--- src/rtl/irq_agg_pkg.sv ---
package irq_agg_pkg;
    localparam int ADR_EVT_HI  = 0;
    localparam int ADR_EVT_LO  = 1;
    localparam int ADR_MSK_HI  = 2;
    localparam int ADR_MSK_LO  = 3;
    localparam int ADR_MSK_SUM = 4;

    typedef enum logic {
        BLK_IDLE = 1'b0,
        BLK_HOLD = 1'b1
    } blk_state_e;
endpackage

--- src/rtl/irq_evt_reg.sv ---
module irq_evt_reg #(
    parameter int W = 8
) (
    input  logic         clk,
    input  logic         rst_n,
    input  logic [W-1:0] set_pulse,
    input  logic         clr_en,
    input  logic [W-1:0] clr_bits,
    output logic [W-1:0] q
);
    for (genvar b = 0; b < W; b++) begin : g_bit
        always_ff @(posedge clk or negedge rst_n) begin
            if (!rst_n)
                q[b] <= 1'b0;
            else if (set_pulse[b])
                q[b] <= 1'b1;
            else if (clr_en && clr_bits[b])
                q[b] <= 1'b0;
        end
    end
endmodule

--- src/rtl/irq_mask_reg.sv ---
module irq_mask_reg #(
    parameter int W = 8
) (
    input  logic         clk,
    input  logic         rst_n,
    input  logic         we,
    input  logic [W-1:0] d,
    output logic [W-1:0] q
);
    always_ff @(posedge clk or negedge rst_n) begin
        if (!rst_n)
            q <= '0;
        else if (we)
            q <= d;
    end
endmodule

--- src/rtl/irq_blank_fsm.sv ---
module irq_blank_fsm
    import irq_agg_pkg::*;
(
    input  logic clk,
    input  logic rst_n,
    input  logic xact_active,
    input  logic evt_wr,
    output logic blanked
);
    blk_state_e state_q, state_d;
    logic       xact_d;
    logic       xact_fall;

    assign xact_fall = xact_d && !xact_active;

    always_ff @(posedge clk or negedge rst_n) begin
        if (!rst_n)
            xact_d <= 1'b0;
        else
            xact_d <= xact_active;
    end

    always_ff @(posedge clk or negedge rst_n) begin
        if (!rst_n)
            state_q <= BLK_IDLE;
        else
            state_q <= state_d;
    end

    always_comb begin
        state_d = state_q;
        unique case (state_q)
            BLK_IDLE: if (evt_wr && !xact_fall) state_d = BLK_HOLD;  // arm
            BLK_HOLD: if (xact_fall)            state_d = BLK_IDLE;  // release
            default:                            state_d = BLK_IDLE;
        endcase
    end

    always_comb begin
        blanked = 1'b0;
        unique case (state_q)
            BLK_IDLE: blanked = 1'b0;
            BLK_HOLD: blanked = 1'b1;
            default:  blanked = 1'b0;
        endcase
    end
endmodule

--- src/rtl/irq_link_track.sv ---
module irq_link_track (
    input  logic clk,
    input  logic rst_n,
    input  logic link_bit,
    input  logic link_fault,
    output logic link_up
);
    always_ff @(posedge clk or negedge rst_n) begin
        if (!rst_n)
            link_up <= 1'b0;
        else if (link_fault)
            link_up <= 1'b0;
        else
            link_up <= link_bit;
    end
endmodule

--- src/rtl/irq_aggregator.sv ---
module irq_aggregator
    import irq_agg_pkg::*;
#(
    parameter int EVT_W  = 8,
    parameter int SUM_W  = 4,
    parameter int ADDR_W = 3
) (
    input  logic              clk,
    input  logic              rst_n,
    input  logic [EVT_W-1:0]  evt_set_hi,
    input  logic [EVT_W-1:0]  evt_set_lo,
    input  logic [SUM_W-1:0]  sum_src,
    input  logic              wr_en,
    input  logic [ADDR_W-1:0] wr_addr,
    input  logic [EVT_W-1:0]  wr_data,
    input  logic              xact_active,
    input  logic [ADDR_W-1:0] rd_addr,
    output logic [EVT_W-1:0]  rd_data,
    input  logic              link_bit,
    input  logic              link_fault,
    output logic              irq,
    output logic              link_up
);
    localparam int PAD_W = EVT_W - SUM_W;

    logic [EVT_W-1:0] evt_hi_q, evt_lo_q, msk_hi_q, msk_lo_q;
    logic [SUM_W-1:0] msk_sum_q;
    logic             sel_ehi, sel_elo, sel_mhi, sel_mlo, sel_msum;
    logic             evt_wr, blanked, pending;

    assign sel_ehi  = wr_en && (wr_addr == ADDR_W'(ADR_EVT_HI));
    assign sel_elo  = wr_en && (wr_addr == ADDR_W'(ADR_EVT_LO));
    assign sel_mhi  = wr_en && (wr_addr == ADDR_W'(ADR_MSK_HI));
    assign sel_mlo  = wr_en && (wr_addr == ADDR_W'(ADR_MSK_LO));
    assign sel_msum = wr_en && (wr_addr == ADDR_W'(ADR_MSK_SUM));
    assign evt_wr   = sel_ehi || sel_elo;

    irq_evt_reg #(.W(EVT_W)) u_evt_hi (
        .clk(clk), .rst_n(rst_n), .set_pulse(evt_set_hi),
        .clr_en(sel_ehi), .clr_bits(wr_data), .q(evt_hi_q));

    irq_evt_reg #(.W(EVT_W)) u_evt_lo (
        .clk(clk), .rst_n(rst_n), .set_pulse(evt_set_lo),
        .clr_en(sel_elo), .clr_bits(wr_data), .q(evt_lo_q));

    irq_mask_reg #(.W(EVT_W)) u_msk_hi (
        .clk(clk), .rst_n(rst_n), .we(sel_mhi), .d(wr_data), .q(msk_hi_q));

    irq_mask_reg #(.W(EVT_W)) u_msk_lo (
        .clk(clk), .rst_n(rst_n), .we(sel_mlo), .d(wr_data), .q(msk_lo_q));

    irq_mask_reg #(.W(SUM_W)) u_msk_sum (
        .clk(clk), .rst_n(rst_n), .we(sel_msum), .d(wr_data[SUM_W-1:0]), .q(msk_sum_q));

    irq_blank_fsm u_blank (
        .clk(clk), .rst_n(rst_n), .xact_active(xact_active),
        .evt_wr(evt_wr), .blanked(blanked));

    irq_link_track u_link (
        .clk(clk), .rst_n(rst_n), .link_bit(link_bit),
        .link_fault(link_fault), .link_up(link_up));

    assign pending = (|(evt_hi_q & msk_hi_q)) || (|(evt_lo_q & msk_lo_q))
                  || (|(sum_src & msk_sum_q));
    assign irq = pending && !blanked;

    always_comb begin
        rd_data = '0;
        if (rd_addr == ADDR_W'(ADR_EVT_HI))       rd_data = evt_hi_q;
        else if (rd_addr == ADDR_W'(ADR_EVT_LO))  rd_data = evt_lo_q;
        else if (rd_addr == ADDR_W'(ADR_MSK_HI))  rd_data = msk_hi_q;
        else if (rd_addr == ADDR_W'(ADR_MSK_LO))  rd_data = msk_lo_q;
        else if (rd_addr == ADDR_W'(ADR_MSK_SUM)) rd_data = {{PAD_W{1'b0}}, msk_sum_q};
    end
endmodule

--- config.mk ---
export PLATFORM = sky130hd
export DESIGN_NAME = irq_aggregator
export DESIGN_NICKNAME = d
export VERILOG_FILES = /design/src/rtl/irq_agg_pkg.sv /design/src/rtl/irq_evt_reg.sv /design/src/rtl/irq_mask_reg.sv /design/src/rtl/irq_blank_fsm.sv /design/src/rtl/irq_link_track.sv /design/src/rtl/irq_aggregator.sv
export SDC_FILE = /design/constraint.sdc
export NUM_CORES = 1
export LEC_CHECK = 0
export BUFFER_PORTS_ARGS = -buffer_cell sky130_fd_sc_hd__buf_2
export CAP_MARGIN = 10
export CORE_MARGIN = 2
export CORE_UTILIZATION = 54
export CTS_BUF_LIST = sky130_fd_sc_hd__clkbuf_4
export DETAILED_ROUTE_END_ITERATION = 8
export MAX_ROUTING_LAYER = met4
export PLACE_DENSITY = 0.93
export SLEW_MARGIN = 40
export SYNTH_ARGS = -nofsm -noshare
export SYNTH_HDL_FRONTEND = slang
export SYNTH_SLANG_ARGS = --single-unit
--- constraint.sdc ---
create_clock -name clk -period 1.4 [get_ports clk]
set_input_delay 0.28 -clock clk [delete_from_list [all_inputs] [get_ports clk]]
set_output_delay 0.28 -clock clk [all_outputs]
set_load 0.005 [all_outputs]
# Word-level counts from Yosys, hierarchy flattened
# Index checks and enable logic that the tools add are counted.
# totals
register_bits	39
inputBits	40
out_inout_bits	10
word_cells	127
# classes
n_eq_ne	8
mux	42
bitwise	4
n_reduce_logical	51
# ops
op	count
1-bit 2-to-1 mux	35
8-bit 2-to-1 mux	4
2-bit nonzero test	16
1-bit logical AND	24
8-bit bitwise AND	2
8-bit OR reduction	2
3-bit by 2-bit == test with 1-bit output (second input constant)	4
3-bit by 1-bit == test with 1-bit output (second input constant)	2
3-bit == test (second input constant)	2
3-bit zero test	2
4-bit bitwise AND	1
4-bit 2-to-1 mux	1
1-bit case mux with 2 select lines	2
4-bit OR reduction	1
1-bit zero test	3
1-bit logical OR	3
1-bit NOT	1

# Depth between registers and ports, before layout
# logic_depth
ltp_word	6
depth_mapped	5
ltp_nobuf	4

# By module
# Synthesis repeated with hierarchy kept, for this count alone.
# unflattened
cells_unflattened	149
area_unflattened_um2	1970.6
# modules_own_cells
module	instances	cells_per_inst	area_each_um2	seq_area_each_um2
irq_mask_reg at u_msk_hi ...	2	17	331.6	200.2
irq_evt_reg	2	25	297.8	200.2
irq_aggregator	1	50	465.4	0.0
irq_mask_reg at u_msk_sum	1	8	145.1	100.1
irq_blank_fsm	1	5	62.6	50.0
irq_link_track	1	2	38.8	25.0

# Worst setup path before layout
# OpenSTA, ideal clock, no wires.
# synth_path
path_type	input to output
start	in rd_addr[0]
end	out rd_data[6]
arrival_ns	1.053
required_ns	1.120
path_slack_ns	0.067
cell_stages	3
cell_sequence	buf_4 > mux4_2 > nor2b_1
# synth_via
elab_chain_len	5
# synth_lines
item	line_no	source
start: declaration	irq_aggregator.sv:17	input logic [ADDR_W-1:0] rd_addr,
3-bit by 2-bit == test with 1-bit output	irq_aggregator.sv:72	else if (rd_addr == ADDR_W'(ADR_MSK_LO)) rd_data = msk_lo_q;
8-bit 2-to-1 mux	irq_aggregator.sv:72	
8-bit 2-to-1 mux	irq_aggregator.sv:71	else if (rd_addr == ADDR_W'(ADR_MSK_HI)) rd_data = msk_hi_q;
8-bit 2-to-1 mux	irq_aggregator.sv:70	else if (rd_addr == ADDR_W'(ADR_EVT_LO)) rd_data = evt_lo_q;
8-bit 2-to-1 mux (*)	irq_aggregator.sv:69	if (rd_addr == ADDR_W'(ADR_EVT_HI)) rd_data = evt_hi_q;
end: declaration	irq_aggregator.sv:18	output logic [EVT_W-1:0] rd_data,
# Every way passes the cells marked *; elsewhere a longest branch is shown, timed or not.

# Final worst setup path
# layout_path
start	reg u_evt_hi.q[5]
end	out irq
# layout_via
elab_chain_len	5
# layout_lines
item	line_no	source
start: declaration	irq_evt_reg.sv:9	output logic [W-1:0] q
start signal: indexed assignment	irq_evt_reg.sv:14	q[b] <= 1'b0;
start signal: indexed assignment	irq_evt_reg.sv:16	q[b] <= 1'b1;
start signal: indexed assignment	irq_evt_reg.sv:18	q[b] <= 1'b0;
8-bit bitwise AND	irq_aggregator.sv:63	assign pending = (|(evt_hi_q & msk_hi_q)) || (|(evt_lo_q & msk_lo_q))
8-bit OR reduction	irq_aggregator.sv:63	
1-bit logical OR	irq_aggregator.sv:63	
1-bit logical OR	irq_aggregator.sv:64	|| (|(sum_src & msk_sum_q));
1-bit logical AND	irq_aggregator.sv:65	assign irq = pending && !blanked;
end: declaration	irq_aggregator.sv:21	output logic irq,
# Every way passes these cells.

==> metrics.yaml <==
status: "finished with violations"
violations: "negative setup slack"
diodes: 0
p_leak_nw: 1.16
netlist.area_leader.share: 0.510
peakVddDrop_mv: 0.602
slowest_delay_ps: 440
hold_viol: 0
yosysTopAreaCell: "dfrtp_1"
track_usage: 0.294
first_pass_iters: 4
drive_above_1_share: 0.550
worst_ep_arrival_time_ps: 1740
syn_inst: 153
syn_area_um2: 1910
fin_area_um2: 2650
grt_pass1_vias: 1761
wl_per_cell_um: 20.2
syn2layout_area_growth_pct: 38.5
drc: 0
dr.first_iter.drc_count: 167
worst_pin_slew_ps: 392
drt_wl_total_mm: 5.77
cts_tree: "yes"
htree_levels: 2
setup_ws_ps: -619
overflow: 0
nNetsFinal: 281
clk_pin_slew_ps: 110
max-slew-margin-rel: 0.738
synth_cell_types: 29
skew_ps: 0.0145
worstHoldStart: "xact_active"
yosys-top-cells-area: "dfrtp_1 (51%), mux2_2 (12%), a21o_1 (6.3%), mux4_2 (4.7%), a22o_1 (3.7%)"
die-area_um2: 4030
cts_root_buf: "clkbuf_4"
worstPathCellList: "a22o_1 -> a221oi_2 -> and3_1 -> a31oi_2 -> buf_2"
cts.path.max_buffers: 2
cts.sinks: 39
antenna_found_initial: 0
max_cap_viol_count: 0
core_area_um2: 3360
cts_buffers: 5
slew_viol_final: 0
die-width_um: 63.5
rsz0062_at_grt: "true"
timing.rr.end: "u_msk_lo.q[1]"
powerDensity_nw_per_um2: 1030
routed_via_density: 5.85
path_class: "flip-flop to output pin"
crit_required_ps: 1120
place_congestion: 0.941
finalCritPeriodShare: 1.44
post-place-ws_ps: -220
reg2reg_from: "u_msk_lo.q[1]"
grt_pass1_wl_mm: 8.46
worst-r2r-cell-count: 2
die_height_um: 63.5
setup_viol: 9
io_pins: 50
fmaxAchievable_mhz: 495
p_total_mw: 2.73
portBuffers: 49
multi_input_area_um2: 960
critPathLaunchType: "flip-flop"
hold_end: "u_blank.xact_d"
yosysSeqAreaShare: 0.510
hp-class: "input port to flip-flop"
syn-num-nets: 193
ant_nets: 0
worstPathMaxFanout: 3
critPathCaptureType: "output pin"
reg2reg_slack_ps: 470
min_path_cells: 1
area.sequential_um2: 976
critical_path.slowest_cell: "dfrtp_1"
insertion_delay_ps: 360
rows: 21
num_vias: 1673
initial_core_util: 0.568
grt_max_degree: 40
yosys_warnings: 0
period_minus_slack_ps: 2020
place_area_um2: 2460
syn_area_per_cell_um2: 12.5
ys_ff_latch: 39
dp_hpwl_mm: 3.72
fillerInstances: 245
sequential cells by signal (all words and copies together), names as in the netlist:
signal,count
u_blank.state_q,1
u_blank.xact_d,1
u_evt_hi.q,8
u_evt_lo.q,8
u_link.link_up,1
u_msk_hi.q,8
u_msk_lo.q,8
u_msk_sum.q,4
critical path, delay by kind of cell, from the launching register on:
kind / cells / cell delay, ps
simple gates: 1 / 240
flops: 1 / 440
compound gates: 3 / 550
buf+inv: 1 / 150
report_power, final:
| part | leakage (nW) | internal, mW | switching, mW | total, mW |
|---|---|---|---|---|
| sequential | 0.420 | 1.27 | 0.135 | 1.40 |
| combinational | 0.711 | 0.461 | 0.310 | 0.772 |
| clock | 0.0276 | 0.198 | 0.354 | 0.551 |
final cells by class:
cell class	instances	area share
Clock buffer	6	0.0170
Inverter	1	0.00142
Multi-Input combinational cell	107	0.362
Sequential cell	39	0.369
Tap cell	46	0.0217
Timing Repair Buffer	87	0.229
cells in the final DEF, fill, tap and decap left out, types with 2 or more instances in the layout:
cell type,n
buf_12,4
dfrtp_1,39
a21o_1,16
nor2b_4,2
mux2_2,20
buf_4,27
mux4_2,4
o22ai_1,4
nand2_1,18
a22oi_2,3
mux2i_1,2
buf_2,49
buf_6,6
clkbuf_4,6
a21oi_1,3
a211o_1,3
a221oi_2,5
nor2b_1,6
a22o_1,8
stage by stage:
stage                     hold slack [ps]  setup TNS (ps)  utilization  cells
after floorplan                     -15.6               0            -    153
after global placement                263           -1370        0.732    274
after detailed placement              264           -1550        0.732    274
after CTS                            25.1           -3570        0.767    283
after global routing                 25.7           -4120        0.787    286
final                                32.0           -3750        0.787    286
synthesized netlist by cell type (all sizes together):
cell,number
dfrtp,39
mux2,20
nand2,18
a21o,16
a22o,8
nor2b,8
buf,6
a221oi,5
a21oi,4
mux4,4
o22ai,4
a211o,3
a22oi,3
mux2i,2
nor3,2
a31oi,1
and2,1
and2b,1
and3,1
and4bb,1
inv,1
nand4b,1
nor2,1
nor3b,1
o21a,1
o21ai,1
cell families (layout without fill, tap and decap cells):
family                 after synthesis  in the layout  share of synthesized area
flip-flops                          39             39                      0.510
AND/OR/NAND/NOR                     35             35                      0.108
buffers and inverters                7             94                     0.0249
AO/OA/AOI/OAI                       46             46                      0.181
multiplexers                        26             26                      0.175
what timing repair did:
action,4_1_cts,5_1_grt
hold buffers,1,0
pin swaps,3,7
gates resized for setup,10,10
buffers inserted,2,4
hold endpoints to repair,39,0
setup endpoints to repair,9,9
layer usage:
| layer | up-vias | share of wire | global-route usage | routed length, µm |
|---|---|---|---|---|
| met5 | - | 0 | - | 0 |
| met3 | 8 | 0.041 | 0.0750 | 239 |
| met1 | 858 | 0.41 | 0.353 | 2380 |
| li1 | 751 | - | - | - |
| met2 | 56 | 0.53 | 0.471 | 3060 |
| met4 | 0 | 0.015 | 0.128 | 87 |
worst max-delay path by stage:
stage / start / to / depth (start not counted)
floorplan: rd_addr[0] / rd_data[6] / 3
global placement: u_evt_lo.q[3] / irq / 5
detailed placement: rd_addr[0] / rd_data[1] / 7
CTS: u_evt_lo.q[3] / irq / 5
global route: u_msk_lo.q[3] / irq / 5
finish: u_evt_hi.q[5] / irq / 5
Note: power is estimated with default switching activity, not from simulation.
